File: config.mk
export PLATFORM = sky130hd
export DESIGN_NAME = tri_profile_gen
export DESIGN_NICKNAME = d
export VERILOG_FILES = /design/src/rtl/tpg_pkg.sv /design/src/rtl/tpg_cfg.sv /design/src/rtl/tpg_step_div.sv /design/src/rtl/tpg_ramp.sv /design/src/rtl/tri_profile_gen.sv
export SDC_FILE = /design/constraint.sdc
export NUM_CORES = 1
export LEC_CHECK = 0
export ABC_AREA = 1
export ABC_CLOCK_PERIOD_IN_PS = 4400
export BUFFER_PORTS_ARGS = -buffer_cell sky130_fd_sc_hd__buf_4
export CAP_MARGIN = 20
export CORE_MARGIN = 8
export CORE_UTILIZATION = 30
export CTS_BUF_LIST = sky130_fd_sc_hd__clkbuf_8
export DETAILED_ROUTE_END_ITERATION = 10
export HOLD_SLACK_MARGIN = 0.06
export PLACE_DENSITY = 0.54
export SLEW_MARGIN = 20
export SYNTH_ARGS = -nofsm -noshare
export SYNTH_HDL_FRONTEND = slang
export SYNTH_SLANG_ARGS = --single-unit
File: constraint.sdc
create_clock -name clk -period 4.4 [get_ports clk]
set_input_delay 0.66 -clock clk [delete_from_list [all_inputs] [get_ports clk]]
set_output_delay 0.66 -clock clk [all_outputs]
set_load 0.005 [all_outputs]
File: src/rtl/tpg_pkg.sv
package tpg_pkg;

    localparam int SEL_W = 2;
    localparam int N_SEL = 1 << SEL_W;

    typedef enum logic {
        DIR_UP   = 1'b0,
        DIR_DOWN = 1'b1
    } ramp_dir_e;

    // modulation frequency per select, in kHz
    function automatic longint unsigned mod_khz(input int unsigned sel);
        case (sel)
            0:       return 64'd30;
            1:       return 64'd60;
            2:       return 64'd150;
            default: return 64'd300;
        endcase
    endfunction

    // spread per select, in ppm of nominal
    function automatic longint unsigned spread_ppm(input int unsigned sel);
        case (sel)
            0:       return 64'd2500;
            1:       return 64'd10000;
            2:       return 64'd25000;
            default: return 64'd50000;
        endcase
    endfunction

    // reference cycles per step
    function automatic longint unsigned div_ratio(input longint unsigned ref_khz,
                                                   input longint unsigned half_steps,
                                                   input int unsigned sel);
        longint unsigned r;
        r = ref_khz / (2 * half_steps * mod_khz(sel));
        return (r < 1) ? 64'd1 : r;
    endfunction

    // offset increment per step
    function automatic longint unsigned step_size(input int unsigned ofs_w,
                                                   input longint unsigned half_steps,
                                                   input int unsigned sel);
        longint unsigned s;
        s = (spread_ppm(sel) << ofs_w) / (64'd1000000 * half_steps);
        return (s < 1) ? 64'd1 : s;
    endfunction

endpackage

File: src/rtl/tpg_cfg.sv
module tpg_cfg
    import tpg_pkg::*;
#(
    parameter int REF_KHZ    = 100000,
    parameter int HALF_STEPS = 64,
    parameter int OFS_W      = 16,
    parameter int DIV_W      = 16
) (
    input  logic             clk,
    input  logic             rst_n,
    input  logic             load_i,
    input  logic [SEL_W-1:0] fsel_i,
    input  logic [SEL_W-1:0] ssel_i,
    output logic [DIV_W-1:0] ratio_o,
    output logic [OFS_W-1:0] step_sz_o,
    output logic [OFS_W-1:0] peak_o
);

    typedef struct packed {
        logic [SEL_W-1:0] fsel;
        logic [SEL_W-1:0] ssel;
    } cfg_t;

    cfg_t cfg_d, cfg_q;

    logic [DIV_W-1:0] ratio_tab [N_SEL];
    logic [OFS_W-1:0] step_tab  [N_SEL];
    logic [OFS_W-1:0] peak_tab  [N_SEL];

    for (genvar g = 0; g < N_SEL; g++) begin : g_tab
        assign ratio_tab[g] = DIV_W'(div_ratio(64'(REF_KHZ), 64'(HALF_STEPS), g));
        assign step_tab[g]  = OFS_W'(step_size(OFS_W, 64'(HALF_STEPS), g));
        assign peak_tab[g]  = OFS_W'(step_size(OFS_W, 64'(HALF_STEPS), g) * 64'(HALF_STEPS));
    end

    always_comb begin
        cfg_d = cfg_q;
        if (load_i) begin
            cfg_d.fsel = fsel_i;
            cfg_d.ssel = ssel_i;
        end
    end

    always_ff @(posedge clk) begin
        if (!rst_n) cfg_q <= '0;
        else        cfg_q <= cfg_d;
    end

    assign ratio_o   = ratio_tab[cfg_q.fsel];
    assign step_sz_o = step_tab[cfg_q.ssel];
    assign peak_o    = peak_tab[cfg_q.ssel];

endmodule

File: src/rtl/tpg_step_div.sv
module tpg_step_div #(
    parameter int DIV_W = 16
) (
    input  logic             clk,
    input  logic             rst_n,
    input  logic             run_i,
    input  logic [DIV_W-1:0] ratio_i,
    output logic             tick_o
);

    logic [DIV_W-1:0] cnt_d, cnt_q;

    always_comb begin
        tick_o = run_i && (cnt_q >= ratio_i - DIV_W'(1));
        if (!run_i || tick_o) cnt_d = '0;
        else                  cnt_d = cnt_q + DIV_W'(1);
    end

    always_ff @(posedge clk) begin
        if (!rst_n) cnt_q <= '0;
        else        cnt_q <= cnt_d;
    end

endmodule

File: src/rtl/tpg_ramp.sv
module tpg_ramp
    import tpg_pkg::*;
#(
    parameter int OFS_W = 16
) (
    input  logic             clk,
    input  logic             rst_n,
    input  logic             clear_i,
    input  logic             tick_i,
    input  logic [OFS_W-1:0] step_sz_i,
    input  logic [OFS_W-1:0] peak_i,
    output logic [OFS_W-1:0] ofs_o,
    output logic             stepped_o,
    output logic             top_o,
    output logic             bottom_o
);

    localparam int SUM_W = OFS_W + 1;

    typedef struct packed {
        logic [OFS_W-1:0] ofs;
        ramp_dir_e        dir;
        logic             stepped;
    } ramp_t;

    ramp_t ramp_d, ramp_q;
    logic [SUM_W-1:0] rise_sum;

    always_comb begin
        ramp_d         = ramp_q;
        ramp_d.stepped = 1'b0;
        rise_sum       = {1'b0, ramp_q.ofs} + {1'b0, step_sz_i};
        if (clear_i) begin
            ramp_d.ofs = '0;
            ramp_d.dir = DIR_UP;
        end else if (tick_i) begin
            ramp_d.stepped = 1'b1;
            if (ramp_q.dir == DIR_UP) begin
                if (rise_sum >= {1'b0, peak_i}) begin
                    ramp_d.ofs = peak_i;
                    ramp_d.dir = DIR_DOWN;
                end else begin
                    ramp_d.ofs = rise_sum[OFS_W-1:0];
                end
            end else begin
                if (ramp_q.ofs <= step_sz_i) begin
                    ramp_d.ofs = '0;
                    ramp_d.dir = DIR_UP;
                end else begin
                    ramp_d.ofs = ramp_q.ofs - step_sz_i;
                end
            end
        end
    end

    always_ff @(posedge clk) begin
        if (!rst_n) ramp_q <= '{ofs: '0, dir: DIR_UP, stepped: 1'b0};
        else        ramp_q <= ramp_d;
    end

    assign ofs_o     = ramp_q.ofs;
    assign stepped_o = ramp_q.stepped;
    assign top_o     = (ramp_q.ofs == peak_i) && (peak_i != '0);
    assign bottom_o  = (ramp_q.ofs == '0);

endmodule

File: src/rtl/tri_profile_gen.sv
module tri_profile_gen
    import tpg_pkg::*;
#(
    parameter int REF_KHZ    = 100000,
    parameter int HALF_STEPS = 64,
    parameter int OFS_W      = 16,
    parameter int DIV_W      = 16
) (
    input  logic             clk,
    input  logic             rst_n,
    input  logic             start_i,
    input  logic             bypass_i,
    input  logic [SEL_W-1:0] fmod_sel_i,
    input  logic [SEL_W-1:0] spread_sel_i,
    output logic [OFS_W-1:0] offset_o,
    output logic             step_o,
    output logic             at_top_o,
    output logic             at_bottom_o
);

    logic [DIV_W-1:0] ratio_w;
    logic [OFS_W-1:0] step_sz_w;
    logic [OFS_W-1:0] peak_w;
    logic             tick_w;
    logic             run_w;
    logic             load_w;
    logic             bottom_w;

    // keep stepping until the triangle closes at zero
    assign run_w  = !bypass_i && (start_i || !bottom_w);
    // capture selects only in a resting zero cycle
    assign load_w = bottom_w && !tick_w;

    tpg_cfg #(
        .REF_KHZ    (REF_KHZ),
        .HALF_STEPS (HALF_STEPS),
        .OFS_W      (OFS_W),
        .DIV_W      (DIV_W)
    ) cfg_i (
        .clk       (clk),
        .rst_n     (rst_n),
        .load_i    (load_w),
        .fsel_i    (fmod_sel_i),
        .ssel_i    (spread_sel_i),
        .ratio_o   (ratio_w),
        .step_sz_o (step_sz_w),
        .peak_o    (peak_w)
    );

    tpg_step_div #(
        .DIV_W (DIV_W)
    ) div_i (
        .clk     (clk),
        .rst_n   (rst_n),
        .run_i   (run_w),
        .ratio_i (ratio_w),
        .tick_o  (tick_w)
    );

    tpg_ramp #(
        .OFS_W (OFS_W)
    ) ramp_i (
        .clk       (clk),
        .rst_n     (rst_n),
        .clear_i   (bypass_i),
        .tick_i    (tick_w),
        .step_sz_i (step_sz_w),
        .peak_i    (peak_w),
        .ofs_o     (offset_o),
        .stepped_o (step_o),
        .top_o     (at_top_o),
        .bottom_o  (bottom_w)
    );

    assign at_bottom_o = bottom_w;

endmodule

==> results.ini <==
[status]
outcome = finished, final reports clean

[logic_synthesis]
synth_top_cell_by_area = dfxtp_1
synth_most_common_cell = nand2_1
synth-seq-cells = 38
synthTopCellsByCount = nand2_1, inv_1, nor2_1, nand3_1, dfxtp_1
yosysWarnings = 0
synth_cells = 465
netlist_top_cells_area = dfxtp_1, ha_1, nand2_1, inv_1, nand3_1
synth_edf_count = 0
yosys_most_used_dff = dfxtp_1
syn_avg_cell_area_um2 = 6.662
async_flop_share_pct = 0
yosysSeqAreaShare_pct = 24.56
syn_area_mm2 = 0.003098
synthDistinctLibCells = 39
yosysTopAreaCellShare_pct = 24.56

[global_routing]
overflow = 0
grt_busiest_layer = met2
grt_usage_pct = 13.24
grt_util_met1_pct = 16.48
grt_antenna_before_repair = 0
met2_usage_pct = 21.83
use_met3_pct = 3.261
grt_pass1_vias = 2910
grt_max_degree = 25
grt_pass1_wl_um = 14990

[placed_design]
dpl.cell_count = 606
routabilityCongestion = 0.9211
hpwl_um = 7197
portBuffers = 26

[layout]
layout.cells.non_filler = 614
regArea_um2 = 760.7
n_antenna_cell = 0
fin_nets = 515
area_growth_pct = 11.03
drive_above_1_share_pct = 11.72
n_fill_cell = 1131
multi_input_area_mm2 = 0.001923

[routing]
firstDrtPassIters = 4
postRouteWirelength_um = 9203
drc = 0
vias = 2980
postRouteAntennaNets = 0
wire_per_inst_um = 14.99
initialDrtViolationCount = 244
via_per_inst = 4.853

[cts]
post_cts_buffers = 0
root_buffer = clkbuf_8
clock_latency_ns = 0.30
clk_pin_slew_ns = 0.09
cts_buffers = 5
htreeDepth = 2
cts_tree = yes
cts_buffer_depth = 2
holdBufCountCts = 0
cts_sinks = 38
ctsResizeCount = 0

[pwr]
p_sw_mw = 0.8119
power_per_cell_area_mw_per_mm2 = 502.4
power.leakage_nw = 1.701
vdd_drop_max_v = 0.0001716
p_clk_share_pct = 21.2
p_seq_share_pct = 25.4
netSwitchingFraction_pct = 46.98
internal-power_mw = 0.9162
p_comb_share_pct = 53.3

[die]
rows = 37
start_util_pct = 30.42
core_mm2 = 0.01018
die_w_um = 117.6
design.die.area_mm2 = 0.01383
io_pins = 27
die_h_um = 117.6

[worst_setup_path]
worstPathRequired_ns = 4.63
crit_type = flip-flop to flip-flop
crit_fanout = 9
cp_data_arrival_time_ns = 4.29
r2r_start = cfg_i.cfg_q[1]$_SDFFE_PN0P_
r2r_end = ramp_i.ofs_o[3]$_SDFFE_PP0P_
cp-start-kind = flip-flop
end_kind = flip-flop
reg2regPathDepth = 24
r2r_setup_slack_ns = 0.34

[sta]
final-max-slew-violation-count = 0
layout_min_cycle_time_ns = 4.058
skew_ns = 0.01246
relSlewSlack_pct = 36.74
fin_setup_tns_ns = 0
worst_pin_slew_ns = 0.9455
setup_violations = 0
hold_viol = 0
grt_setup_unrepaired = false
fmax_mhz = 246.4
period_share_pct = 92.23

[min_path]
hold_class = flip-flop to flip-flop
min_to = div_i.cnt_q[0]$_SDFF_PP0_
min_path_cells = 1
min-delay-start = div_i.cnt_q[0]$_SDFF_PP0_

[job]
cap_violations = 0

==> critical path, stage by stage, from the launching register on <==
cell and delay (ns):
dfxtp_1 0.53, inv_1 0.23, ha_1 0.41, ha_1 0.37
inv_2 0.08, nor2_1 0.10, nand3_1 0.15, nand2_1 0.16
nand2_1 0.13, nor2_1 0.14, xor2_1 0.26, ha_1 0.32
inv_1 0.07, nor2_1 0.04, nand2_1 0.05, nor3_1 0.04
nand2_1 0.06, nor2_1 0.04, nand3_1 0.07, nand2_1 0.08
nor2_4 0.19, nand2_4 0.11, clkinv_4 0.10, nand3_1 0.09
a21oi_1 0.15
==> placed cells by master (no fill, tap or decap), types with 7 or more instances in the layout <==
cell and instances:
nand2_1 88, inv_1 58, nor2_1 44, nand3_1 39
dfxtp_1 38, a21oi_1 31, ha_1 28, buf_4 26
o21ai_0 18, nand4_1 15, xor2_1 12, conb_1 9
nand2_2 7
==> state kept, by name (all words and copies together) (netlist names) <==
name and count:
cfg_i.cfg_q 4, div_i.cnt_q 16, ramp_i.ofs_o 16, ramp_i.ramp_q 1, ramp_i.stepped_o 1
==> stage by stage <==
step | setup WS [ns] | total power [mW] | util (%) | instance area, um^2 | hold WS (ns)
6_report | 0.3421 | 1.728 | 33.77 | 3440 | 0.4679
5_1_grt | 0.01697 | 1.877 | 33.77 | 3440 | 0.5138
4_1_cts | 0.3809 | 1.728 | 33.77 | 3440 | 0.4802
3_5_place_dp | 0.4351 | 1.353 | 32.42 | 3302 | 0.4589
3_3_place_gp | 0.4636 | 1.358 | 32.42 | 3302 | 0.4460
2_1_floorplan | 1.159 | 1.111 | - | 3128 | 0.4297
==> per-layer routing <==
layer,routed length [um],vias up
met1,4031,1336
met5,0,-
met2,4226,108
met4,198,0
li1,-,1522
met3,747,14
==> power groups by stage <==
stage	combinational, mW	clock, mW	sequential, mW
floorplan	0.697	0	0.414
global placement	0.912	0	0.446
detailed placement	0.906	0	0.446
CTS	0.911	0.378	0.438
global route	1.04	0.392	0.446
finish	0.922	0.367	0.440
==> cell type report <==
class | count | share of cell area (%)
clock buffer | 5 | 2.001
timing repair buffer | 26 | 5.675
clock inverter | 3 | 2.001
tap | 136 | 4.947
inverter | 66 | 7.348
multi-input combinational | 340 | 55.91
sequential | 38 | 22.12
==> logic make-up after synthesis <==
| family | count (synthesis) | share of synthesized area [%] |
|---|---|---|
| AOI/OAI and AO/OA | 71 | 12.72 |
| other | 1 | 0.1210 |
| xor gates and xnor gates | 12 | 3.393 |
| buffers and inverters | 95 | 14.34 |
| and+or+nand+nor | 218 | 32.27 |
| DFF | 38 | 24.56 |
| adders and majority gates | 30 | 12.60 |
==> how the worst max path moves through the flow <==
stage	start	end	cells past startpoint
finish	cfg_i.cfg_q[1]$_SDFFE_PN0P_	ramp_i.ofs_o[3]$_SDFFE_PP0P_	24
global route	cfg_i.cfg_q[1]$_SDFFE_PN0P_	ramp_i.ofs_o[6]$_SDFFE_PP0P_	25
CTS	cfg_i.cfg_q[1]$_SDFFE_PN0P_	ramp_i.ofs_o[10]$_SDFFE_PP0P_	25
detailed placement	cfg_i.cfg_q[1]$_SDFFE_PN0P_	ramp_i.ofs_o[3]$_SDFFE_PP0P_	24
global placement	cfg_i.cfg_q[1]$_SDFFE_PN0P_	ramp_i.ofs_o[3]$_SDFFE_PP0P_	24
floorplan	cfg_i.cfg_q[1]$_SDFFE_PN0P_	ramp_i.ofs_o[0]$_SDFFE_PP0P_	24
Note: power is estimated with default switching activity, not from simulation.
